**src/rtl/pio_pkg.sv**
```systemverilog
package pio_pkg;

   localparam int DEC_AW = 4;

   typedef logic [DEC_AW-1:0] dec_addr_t;

   localparam dec_addr_t A_INCFG = 4'hD;
   localparam dec_addr_t A_SET   = 4'hE;
   localparam dec_addr_t A_CLR   = 4'hF;

   typedef enum logic [1:0] {
      OP_NONE = 2'd0,
      OP_SET  = 2'd1,
      OP_CLR  = 2'd2,
      OP_CFG  = 2'd3
   } wr_op_e;

   function automatic wr_op_e decode_wr(input logic we, input dec_addr_t a);
      if (!we) return OP_NONE;
      case (a)
         A_SET:   return OP_SET;
         A_CLR:   return OP_CLR;
         A_INCFG: return OP_CFG;
         default: return OP_NONE;
      endcase
   endfunction

endpackage

```
**src/rtl/pio_sync.sv**
```systemverilog
module pio_sync #(
   parameter int WIDTH  = 8,
   parameter int STAGES = 2
) (
   input  logic             clk,
   input  logic             rst_n,
   input  logic [WIDTH-1:0] d,
   output logic [WIDTH-1:0] q
);

   logic [STAGES-1:0][WIDTH-1:0] stg;

   // stage 0 captures the pin; the idle (released) level is all ones
   always_ff @(posedge clk or negedge rst_n) begin
      if (!rst_n) stg <= '1;
      else        stg <= {stg[STAGES-2:0], d};
   end

   assign q = stg[STAGES-1];

endmodule

```
**src/rtl/pio_outreg.sv**
```systemverilog
module pio_outreg
   import pio_pkg::*;
#(
   parameter int WIDTH = 8
) (
   input  logic             clk,
   input  logic             rst_n,
   input  wr_op_e           op,
   input  logic [WIDTH-1:0] mask,
   output logic [WIDTH-1:0] q
);

   always_ff @(posedge clk or negedge rst_n) begin
      if (!rst_n) begin
         q <= '0;
      end else begin
         case (op)
            OP_SET:  q <= q | mask;
            OP_CLR:  q <= q & ~mask;
            default: q <= q;
         endcase
      end
   end

   // masked bits become 1, unmasked bits keep their value
   p_set_merge_r1: assert property (@(posedge clk) disable iff (!rst_n)
      (op == OP_SET) |=> (((q & $past(mask)) == $past(mask)) &&
                          ((q & ~$past(mask)) == ($past(q) & ~$past(mask)))));

   // masked bits become 0, unmasked bits keep their value
   p_clr_merge_r2: assert property (@(posedge clk) disable iff (!rst_n)
      (op == OP_CLR) |=> (((q & $past(mask)) == '0) &&
                          ((q | $past(mask)) == ($past(q) | $past(mask)))));

   // no set/clear write, no change
   p_hold_r3: assert property (@(posedge clk) disable iff (!rst_n)
      ((op != OP_SET) && (op != OP_CLR)) |=> $stable(q));

endmodule

```
**src/rtl/pio_outmux.sv**
```systemverilog
module pio_outmux #(
   parameter int WIDTH = 8
) (
   input  logic [WIDTH-1:0] cfg,
   input  logic [WIDTH-1:0] gp,
   input  logic [WIDTH-1:0] sf,
   output logic [WIDTH-1:0] pins
);

   for (genvar i = 0; i < WIDTH; i++) begin : g_bit
      logic src;
      assign src     = cfg[i] ? sf[i] : gp[i];
      assign pins[i] = ~src;
   end

endmodule

```
**src/rtl/pio_port.sv**
```systemverilog
module pio_port
   import pio_pkg::*;
#(
   parameter int WIDTH       = 8,
   parameter int BUS_AW      = 8,
   parameter int SYNC_STAGES = 2
) (
   input  logic              clk,
   input  logic              rst_n,
   input  logic [BUS_AW-1:0] bus_addr,
   input  logic              bus_we,
   input  logic [WIDTH-1:0]  bus_wdata,
   output logic [WIDTH-1:0]  bus_rdata,
   input  logic [WIDTH-1:0]  sf_in,
   input  logic [WIDTH-1:0]  pin_in,
   output logic [WIDTH-1:0]  pin_out
);

   if (WIDTH < 1 || WIDTH > 32) begin : g_bad_width
      $error("pio_port: WIDTH must be 1..32");
   end
   if (BUS_AW < DEC_AW) begin : g_bad_aw
      $error("pio_port: BUS_AW narrower than decoded address");
   end
   if (SYNC_STAGES < 2) begin : g_bad_sync
      $error("pio_port: SYNC_STAGES must be at least 2");
   end

   dec_addr_t        dec_a;
   wr_op_e           op;
   logic [WIDTH-1:0] cfg_q;
   logic [WIDTH-1:0] opr_q;
   logic [WIDTH-1:0] in_sync;

   // upper address bits are dropped before any decoding
   assign dec_a = bus_addr[DEC_AW-1:0];
   assign op    = decode_wr(bus_we, dec_a);

   always_ff @(posedge clk or negedge rst_n) begin
      if (!rst_n)            cfg_q <= '0;
      else if (op == OP_CFG) cfg_q <= bus_wdata;
   end

   pio_outreg #(.WIDTH(WIDTH)) u_oreg (
      .clk   (clk),
      .rst_n (rst_n),
      .op    (op),
      .mask  (bus_wdata),
      .q     (opr_q)
   );

   pio_outmux #(.WIDTH(WIDTH)) u_omux (
      .cfg  (cfg_q),
      .gp   (opr_q),
      .sf   (sf_in),
      .pins (pin_out)
   );

   pio_sync #(.WIDTH(WIDTH), .STAGES(SYNC_STAGES)) u_isync (
      .clk   (clk),
      .rst_n (rst_n),
      .d     (pin_in),
      .q     (in_sync)
   );

   assign bus_rdata = (dec_a == A_INCFG) ? in_sync : '0;

   // configuration write lands on the next edge
   p_cfg_load_r4: assert property (@(posedge clk) disable iff (!rst_n)
      (op == OP_CFG) |=> (cfg_q == $past(bus_wdata)));

   // with no special functions selected the pins mirror the output register
   p_gpio_pins_r5: assert property (@(posedge clk) disable iff (!rst_n)
      (cfg_q == '0) |-> (pin_out == ~opr_q));

   // two-flop latency, checked once two edges have passed since reset
   if (SYNC_STAGES == 2) begin : g_lat_chk
      logic [1:0] age;
      always_ff @(posedge clk or negedge rst_n) begin
         if (!rst_n)          age <= '0;
         else if (age != 2'd3) age <= age + 2'd1;
      end
      p_sync_lat_r7: assert property (@(posedge clk) disable iff (!rst_n)
         (age >= 2'd2) |-> (in_sync == $past(pin_in, 2)));
   end

endmodule

```
**config.mk**
```make
export PLATFORM = sky130hd
export DESIGN_NAME = pio_port
export DESIGN_NICKNAME = d
export VERILOG_FILES = /design/src/rtl/pio_pkg.sv /design/src/rtl/pio_sync.sv /design/src/rtl/pio_outreg.sv /design/src/rtl/pio_outmux.sv /design/src/rtl/pio_port.sv
export SDC_FILE = /design/constraint.sdc
export NUM_CORES = 1
export LEC_CHECK = 0
export ABC_AREA = 1
export CELL_PAD_IN_SITES_DETAIL_PLACEMENT = 1
export CELL_PAD_IN_SITES_GLOBAL_PLACEMENT = 2
export CORE_MARGIN = 3
export CORE_UTILIZATION = 24
export DETAILED_ROUTE_END_ITERATION = 7
export PLACE_DENSITY_LB_ADDON = 0.1
export SYNTH_ARGS = -nofsm -noshare
export SYNTH_HDL_FRONTEND = slang
export SYNTH_SLANG_ARGS = --single-unit
```
**constraint.sdc**
```tcl
create_clock -name clk -period 1.3 [get_ports clk]
set_clock_uncertainty 0.05 [all_clocks]
set_input_delay 0.39 -clock clk [delete_from_list [all_inputs] [get_ports clk]]
set_output_delay 0.39 -clock clk [all_outputs]
set_load 0.02 [all_outputs]
```
# Word level (Yosys, flattened, before mapping)
# Index checks and enable logic that the tools add are counted.
[word_totals]
out_inout_bits = 16
register_bits = 32
inputBits = 35
word_cells = 34
[classes]
reduce_logical = 1
n_eq_ne = 6
n_mux = 12
bitwise_logic = 11
[op_table]
columns = ["op", "count"]
rows = [
  ["8-bit case mux with 2 select lines", 1],
  ["4-bit == test, second input constant", 3],
  ["8-bit bitwise AND", 1],
  ["1-bit 2-to-1 mux", 8],
  ["8-bit 2-to-1 mux", 1],
  ["1-bit NOT", 8],
  ["8-bit NOT", 1],
  ["8-bit bitwise OR", 1],
  ["2-bit case mux with 3 select lines", 1],
  ["2-bit == test, second input constant", 2],
  ["2-bit by 1-bit == test with 1-bit output, second input constant", 1],
  ["2-bit 2-to-1 mux", 1],
  ["2-bit nonzero test", 1],
]

# Logic depth before layout (Yosys ltp)
# Gate-level depths: netlist of the first run.
[logic_depth]
ltp_word = 5
mapped_depth = 9
ltp_nobuf = 9

# By module
# Synthesis of the first run repeated with hierarchy kept, for this count alone.
[unflattened]
cells_unflattened = 185
area_unflattened_um2 = 1526.5
[by_module_without_submodules]
columns = ["module", "cells_each", "n_inst", "area_per_inst_um2", "seq_area_each_um2"]
rows = [
  ["pio_port", 68, 1, 499.2, 200.2],
  ["pio_sync", 24, 1, 480.5, 420.4],
  ["pio_outreg", 45, 1, 366.6, 200.2],
  ["pio_outmux", 48, 1, 180.2, 0.0],
]

# Worst setup path before layout of the first run
# No wires, ideal clock.
[synth_path]
path_kind = "input to output"
startpoint = "in bus_addr[2]"
endpoint = "out bus_rdata[0]"
path_slack_ps = -177
stages = 2
n_path_buf = 0
required_time_ps = 860
arrival_time_ps = 1037
path_cell_list = "nand2_1 > nor3_1"
[synth_between]
elab_chain_len = 2
[synth_lines]
columns = ["element", "line_no", "rtl"]
rows = [
  ["start, declared", "pio_port.sv:10", "input logic [BUS_AW-1:0] bus_addr,"],
  ["4-bit == test", "pio_port.sv:66", "assign bus_rdata = (dec_a == A_INCFG) ? in_sync : '0;"],
  ["8-bit 2-to-1 mux", "pio_port.sv:66", ""],
  ["end, declared", "pio_port.sv:13", "output logic [WIDTH-1:0] bus_rdata,"],
]
# Every way passes these cells.

# Worst setup path after layout of the first run
[layout_path]
startpoint = "reg cfg_q[2]"
endpoint = "out pin_out[2]"
[layout_between]
elab_chain_len = 2
[layout_lines]
columns = ["element", "line_no", "rtl"]
rows = [
  ["start, declared", "pio_port.sv:31", "logic [WIDTH-1:0] cfg_q;"],
  ["start signal, assigned", "pio_port.sv:41", "else if (op == OP_CFG) cfg_q <= bus_wdata;"],
  ["1-bit 2-to-1 mux", "pio_outmux.sv:12", "assign src = cfg[i] ? sf[i] : gp[i];"],
  ["1-bit NOT", "pio_outmux.sv:13", "assign pins[i] = ~src;"],
  ["end, declared", "pio_port.sv:16", "output logic [WIDTH-1:0] pin_out"],
]
# Every way passes these cells.

==> metrics.md, run 1 <==
| Metric | Value |
|---|---|
| Status | `finished with violations` |
| Failing checks | `setup timing` |
| Kind of critical path | `reg -> out` |
| CTS tree | `done` |
| Initial antenna violation count | `0` |
| Worst slack, placed | `-1110 ps` |
| Worst Hold Class | `reg -> reg` |
| Final Max Tran Viols | `0` |
| Startpoint Class | `register` |
| Dpl cells | `242` |
| Final Core Density | `46.1%` |
| Pwr Density | `1150 mW/mm²` |
| Layout Nets | `225` |
| Most common cell after layout, fill and taps aside | `clkdlybuf4s50_1` |
| Static Leak | `0.000996 µW` |
| Post-synthesis cell type count | `14` |
| Area grow syn2layout | `78.7%` |
| Headroom to the max-slew limit | `88.9%` |
| Max_cap viols | `0` |
| DRC Markers | `0` |
| First-pass GRT wire length | `5670 µm` |
| Fin cells | `256` |
| H-tree Lvls | `2` |
| Crit share post-route | `120%` |
| Crit path arrival time | `1120 ps` |
| Die Y | `78.7 µm` |
| Post-synthesis compound-gate area fraction | `9.87%` |
| Fin. Hold Viols | `0` |
| Die footprint | `0.00619 mm²` |
| Post-Syn Area per Cell | `9.98 µm²` |
| Post-synthesis mux area share | `0%` |
| Syn Nets | `164` |
| DRT Pass-1 Iters | `3` |
| CP endpoint kind | `output port` |
| Row count | `25` |
| Largest net degree at the start of global routing | `33` |
| Unrepaired setup endpoints after global routing | `true` |
| Post-Syn Area | `0.00127 mm²` |
| DR iter-0 viols | `39` |
| Routed wire length | `3270 µm` |
| Root Buffer | `clkbuf_8` |
| Worst endpoint required time | `860 ps` |
| Main combinational cell family by area after synthesis | `simple AND/OR/NAND/NOR gates` |
| Clock-pin slew on the worst setup and hold paths | `70 ps` |
| Register area | `821 µm²` |
| Slowest Stage Delay on Critical Path | `380 ps` |
| Total global routing track utilization | `12.0%` |
| Grt total ovfl | `0` |
| CP max FO | `2` |
| Slowest CP cell | `dfrtp_1` |
| Fmax | `0.639 GHz` |
| Post-route minimum period | `1560 ps` |
| Syn Inst Count | `127` |
| Final setup vio count | `17` |
| Yosys warns | `0` |
| CORE AREA | `0.00491 mm²` |
| Worst VDD drop | `0.668 mV` |
| Routed vias | `1100` |
| Seq/Total Area, Yosys | `64.8%` |
| Fillcell total | `550` |
| Initial core utilization | `25.8%` |
| Clock sinks | `32` |
| Most frequent cells in the layout | `clkdlybuf4s50_1 (25), buf_6 (18), nand2_1 (16), dfrtp_1 (16), dfstp_2 (16)` |
| Num CTS Buffers | `5` |
| Estimated wirelength of the detail-placed design | `2310 µm` |
| Top Ports | `51` |
| # diodes | `0` |
| CP Cell Sequence | `or2_4, o21ai_2, buf_6` |
| Clk Latency, worst-skew pair | `280 ps` |
| Tightest Pin Transition | `165 ps` |
| Chip width | `78.7 µm` |
| Share of layout cells above drive strength 1 | `56.1%` |
| Post-Synth Adder-Cell Area | `1.97%` |
| Seq cells post-synth | `32` |
| Final WS setup | `-264 ps` |
| Area of the multi-input gates | `611 µm²` |
| Vias in the first global route | `1204` |
| Input/output buffers | `46` |
| XOR/XNOR Fraction of Synth Area | `0%` |
| CTS Hold Bufs | `0` |
| Routed Antenna Nets | `0` |
| Simple logic cell fraction of the synthesized area | `16.6%` |
| Gpl congestion | `0.727` |
| Longest Clk Path Bufs | `2` |
| Drt wl/cell | `12.8 µm` |
| DR vias/cell | `4.30` |
[metrics by stage]
| step | power (µW) | area, µm² | setup TNS, ps | hold slack [ps] |
|---|---|---|---|---|
| floorplan | 1450 | 1440 | 0 | 44.4 |
| detailed placement | 1730 | 2020 | -27890 | 297 |
| global placement | 1710 | 2020 | -27150 | 296 |
| finish | 2610 | 2260 | -3810 | 305 |
| CTS | 2610 | 2200 | -4150 | 307 |
| global route | 2790 | 2260 | -5230 | 311 |
[where the power goes]
| group | internal (µW) | switching, µW |
|---|---|---|
| Sequential | 1140 | 64.0 |
| Combinational | 331 | 296 |
| Clock | 422 | 357 |
| Total | 1900 | 718 |
[worst paths after layout]
kind                       depth (start not counted)                     start                    endpoint  slack [ps]
max                                                3      cfg_q[2]$_DFFE_PN0N_                  pin_out[2]        -260
min                                                0  u_isync.stg[2]$_DFF_PN1_      u_isync.q[2]$_DFF_PN1_         310
max reg2reg                                        3      cfg_q[6]$_DFFE_PN0N_        cfg_q[6]$_DFFE_PN0N_         460
min reg2reg                                        0  u_isync.stg[2]$_DFF_PN1_      u_isync.q[2]$_DFF_PN1_         310
max in group asynchronous                          2                     rst_n      u_isync.q[0]$_DFF_PN1_         530
min in group asynchronous                          2                     rst_n  asynchronous set/reset pin         420
[Yosys cell counts]
master	n	area [µm²]
or2_2	8	50.1
inv_1	19	71.3
nor2_1	1	3.75
buf_6	1	11.3
o21ai_0	24	120
a21oi_1	1	5.00
ha_1	2	25.0
dfrtp_1	16	400
nand2_2	1	6.26
nand3_1	1	5.00
inv_2	1	3.75
nand2_1	28	105
dfstp_2	16	420
nor3_1	8	40.0
[critical path, delay by kind of cell (launching register included)]
family | cells | cell delay [ps]
AOI/OAI and AO/OA | 1 | 70
buffers and inverters | 1 | 140
DFF | 1 | 380
and+or+nand+nor | 1 | 250
[area by class of cell]
cell class	instances	area share (%)
multi-input cells	75	27.0
flip-flops and latches	32	36.2
well taps	67	3.70
clock inverters	2	0.442
inverters	20	4.42
repair buffers	54	24.6
clock buffers	6	3.65
[layer usage]
layer	vias up	share of wire [%]	track usage [%]
met1	535	42	14.5
met3	9	4.6	3.90
met5	-	0	0
li1	522	-	-
met2	34	51	19.3
met4	0	2.4	5.77
[kinds of logic after synthesis]
| family | Yosys count |
|---|---|
| flip-flops | 32 |
| AO/OA/AOI/OAI | 25 |
| AND/OR/NAND/NOR | 47 |
| adder cells (fa/ha/maj) | 2 |
| buffers and inverters | 21 |
[what timing repair did]
action,CTS,global route
buffers inserted,1,4
gates resized for setup,143,10
cloned,1,0
pin swaps,18,2
setup endpoints to repair,32,32
Note: power is estimated with default switching activity, not from simulation.
==> run 2, diff against run 1 <==
--- a/config.mk
+++ b/config.mk
@@ -6,9 +6,9 @@
 export NUM_CORES = 1
 export LEC_CHECK = 0
-export ABC_AREA = 1
+export ABC_AREA = 0
 export CELL_PAD_IN_SITES_DETAIL_PLACEMENT = 1
 export CELL_PAD_IN_SITES_GLOBAL_PLACEMENT = 2
 export CORE_MARGIN = 3
-export CORE_UTILIZATION = 24
+export CORE_UTILIZATION = 27
 export DETAILED_ROUTE_END_ITERATION = 7
 export PLACE_DENSITY_LB_ADDON = 0.1
==> constraint.sdc (replaced) <==
create_clock -name clk -period 1.3 [get_ports clk]
set_clock_uncertainty 0.05 [all_clocks]
set_input_delay 0.195 -clock clk [delete_from_list [all_inputs] [get_ports clk]]
set_output_delay 0.195 -clock clk [all_outputs]
set_load 0.02 [all_outputs]
==> metrics.md, run 2 <==
| Metric | Value |
|---|---|
| Status | `finished, final reports clean` |
| Tightest Pin Transition | `141 ps (-24.4 ps)` |
| Slowest CP cell | `dfstp_2` |
| Chip width | `75.3 µm (-4.3%)` |
| Syn Nets | `126 (-23%)` |
| Clock-pin slew on the worst setup and hold paths | `60 ps (about the same)` |
| CORE AREA | `0.00450 mm² (-8.3%)` |
| Post-synth top cells | `dfrtp_1 (16), dfstp_2 (16), mux2i_1 (16)` |
| Post-CTS Setup Bufs | `0 (-1)` |
| Yosys warns | `0 (unchanged)` |
| Kind of critical path | `reg -> out` |
| Worst VDD drop | `0.538 mV (-19%)` |
| Input/output buffers | `46 (unchanged)` |
| CP endpoint kind | `output port` |
| Die footprint | `0.00566 mm² (-8.5%)` |
| Max_cap viols | `0 (unchanged)` |
| Top Ports | `51 (unchanged)` |
| Clk Latency, worst-skew pair | `280 ps (about the same)` |
| CP max FO | `1 (-1)` |
| Seq cells post-synth | `32 (unchanged)` |
| Largest cells by area after synthesis | `dfstp_2 (32%), dfrtp_1 (31%), mux2i_1 (12%), mux2_2 (7.0%), and2_2 (4.6%)` |
| Final WS setup | `16.8 ps (+281 ps)` |
| Area grow syn2layout | `51.3%` |
| Slowest Stage Delay on Critical Path | `520 ps (+140 ps)` |
| Pwr Density | `1090 mW/mm² (-5.3%)` |
| Crit Reg-Reg Endpoint | `cfg_q[3]$_DFFE_PN0N_` |
| DRC Markers | `0 (unchanged)` |
| Startpoint Class | `register` |
| Initial core utilization | `28.8% (+2.9 points)` |
| Synth area leader | `dfstp_2` |
| Row count | `24 (-4.0%)` |
| Final Core Density | `43.5% (-2.6 points)` |
| Post-Syn Area per Cell | `14.6 µm² (+46%)` |
| Fmax | `0.779 GHz (+22%)` |
| Most used DFF post-synth | `dfstp_2` |
| Worst Hold Class | `in -> async` |
| H-tree Lvls | `2 (unchanged)` |
| DR iter-0 viols | `17 (-56%)` |
| Unrepaired setup endpoints after global routing | `true` |
| Num CTS Buffers | `5 (unchanged)` |
| DRT Pass-1 Iters | `2 (-1)` |
| Share of flip-flops with an asynchronous set or reset | `100% (unchanged)` |
| Initial antenna violation count | `0 (unchanged)` |
| Seq/Total Area, Yosys | `63.4% (-1.4 points)` |
| Number of flops mapped to enable cells by yosys | `0 (unchanged)` |
| # diodes | `0 (unchanged)` |
| Headroom to the max-slew limit | `90.4% (+1.5 points)` |
| Worst endpoint required time | `1050 ps (+190 ps)` |
| Clock sinks | `32 (unchanged)` |
| Fin Hold WS | `235 ps (-69.7 ps)` |
| Flop2flop setup slack | `490 ps (+30 ps)` |
| Final setup vio count | `0 (-17)` |
| Routed vias | `852 (-23%)` |
| Syn Inst Count | `89 (-30%)` |
| First-pass GRT wire length | `4560 µm (-20%)` |
| Layout Nets | `182 (-19%)` |
| Largest net degree at the start of global routing | `33 (unchanged)` |
| Die Y | `75.3 µm (-4.3%)` |
| Fillcell total | `471 (-14%)` |
| Crit share post-route | `98.7% (-22 points)` |
| Gpl congestion | `0.583 (-20%)` |
| Drt wl/cell | `14.6 µm (+14%)` |
| Total global routing track utilization | `11.3% (-0.69 points)` |
| Final Max Tran Viols | `0 (unchanged)` |
| Register area | `821 µm² (unchanged)` |
| Longest Clk Path Bufs | `2 (unchanged)` |
| Static Leak | `0.000941 µW (-5.5%)` |
| Most frequent cells in the layout | `clkdlybuf4s50_1 (25), mux2i_1 (16), dfrtp_1 (16), dfstp_2 (16), buf_6 (10)` |
| Routed wire length | `2880 µm (-12%)` |
| Share of layout cells above drive strength 1 | `46.2% (-9.9 points)` |
| Area of the multi-input gates | `477 µm² (-22%)` |
| Routed Antenna Nets | `0 (unchanged)` |
| CP Cell Sequence | `and2_4, buf_6` |
| Post-Syn Area | `0.00129 mm² (+2.2%)` |
| CTS tree | `done` |
| Grt total ovfl | `0 (unchanged)` |
| Most common cell after layout, fill and taps aside | `clkdlybuf4s50_1` |
| Root Buffer | `clkbuf_8` |
| Reg-to-reg startpoint | `cfg_q[3]$_DFFE_PN0N_` |
| Fin. Hold Viols | `0 (unchanged)` |
| DR vias/cell | `4.32 (+0.65%)` |
| Post-route minimum period | `1280 ps (-281 ps)` |
| Crit path arrival time | `1040 ps (-80 ps)` |
| Post-synthesis cell type count | `14 (unchanged)` |
| Yosys top cell area share | `32.5% (-0.71 points)` |
| Worst slack, placed | `-744 ps (+369 ps)` |
| Estimated wirelength of the detail-placed design | `2130 µm (-8.0%)` |
| FF-to-FF path depth | `1 (-2)` |
| Vias in the first global route | `955 (-21%)` |
==> run 2: kinds of logic (layout without fill, tap and decap cells) <==
kind of cell             after synthesis  in the layout  synth area share (%)
XOR/XNOR                               1              1                 0.676
adder cells (fa/ha/maj)                2              2                  1.93
flip-flops                            32             32                  63.4
buffers and inverters                 10             66                  3.48
multiplexers                          24             24                  19.3
AND/OR/NAND/NOR                       20             20                  11.2
==> run 2: worst max path at each step <==
stage                      startpoint                   end  cells past startpoint
2_1_floorplan             bus_addr[0]  cfg_q[0]$_DFFE_PN0N_                      5
3_3_place_gp              bus_addr[0]          bus_rdata[3]                      4
3_5_place_dp              bus_addr[0]          bus_rdata[6]                      4
4_1_cts        u_isync.q[6]$_DFF_PN1_          bus_rdata[6]                      2
5_1_grt        u_isync.q[0]$_DFF_PN1_          bus_rdata[0]                      2
6_report       u_isync.q[0]$_DFF_PN1_          bus_rdata[0]                      2
==> run 2: cell type report <==
type,count,share of cell area (%)
tap,52,3.32
clock buffer,6,3.70
sequential,32,41.9
multi-input combinational,47,24.3
inverter,8,1.53
timing repair buffer,51,25.0
clock inverter,1,0.255
==> run 2: what timing repair did <==
item                                    4_1_cts  5_1_grt
pin swaps                                    15        5
gates resized for setup                     107        8
endpoints found under the setup margin       32       19
hold buffers                                  0        0
endpoints found under the hold margin         0        0
==> run 2: per-layer routing <==
layer  global-route usage (%)  share of wire, %
met5                        0                 0
met4                     5.24               1.8
met3                     4.14               7.9
met2                     17.6                49
met1                     14.0                42
==> run 2: power by group <==
group          internal (µW)  total [µW]  switching, µW
combinational            187         322            135
sequential              1080        1120           33.1
clock                    363         703            340
total                   1630        2140            508
==> run 2: critical path: cells and delay by family, from the launching register on <==
family | cells | cell delay (ps)
flops | 1 | 520
simple gates | 1 | 130
buf+inv | 1 | 110
==> run 2: stage by stage <==
| stage | instance area, µm² | TNS, ps | total power [µW] | std cells |
|---|---|---|---|---|
| floorplan | 1290 | 0 | 1250 | 89 |
| global placement | 1860 | -17950 | 1460 | 190 |
| detailed placement | 1860 | -18360 | 1470 | 190 |
| CTS | 1940 | -10.7 | 2180 | 197 |
| global route | 1960 | -143 | 2270 | 197 |
| finish | 1960 | 0 | 2140 | 197 |
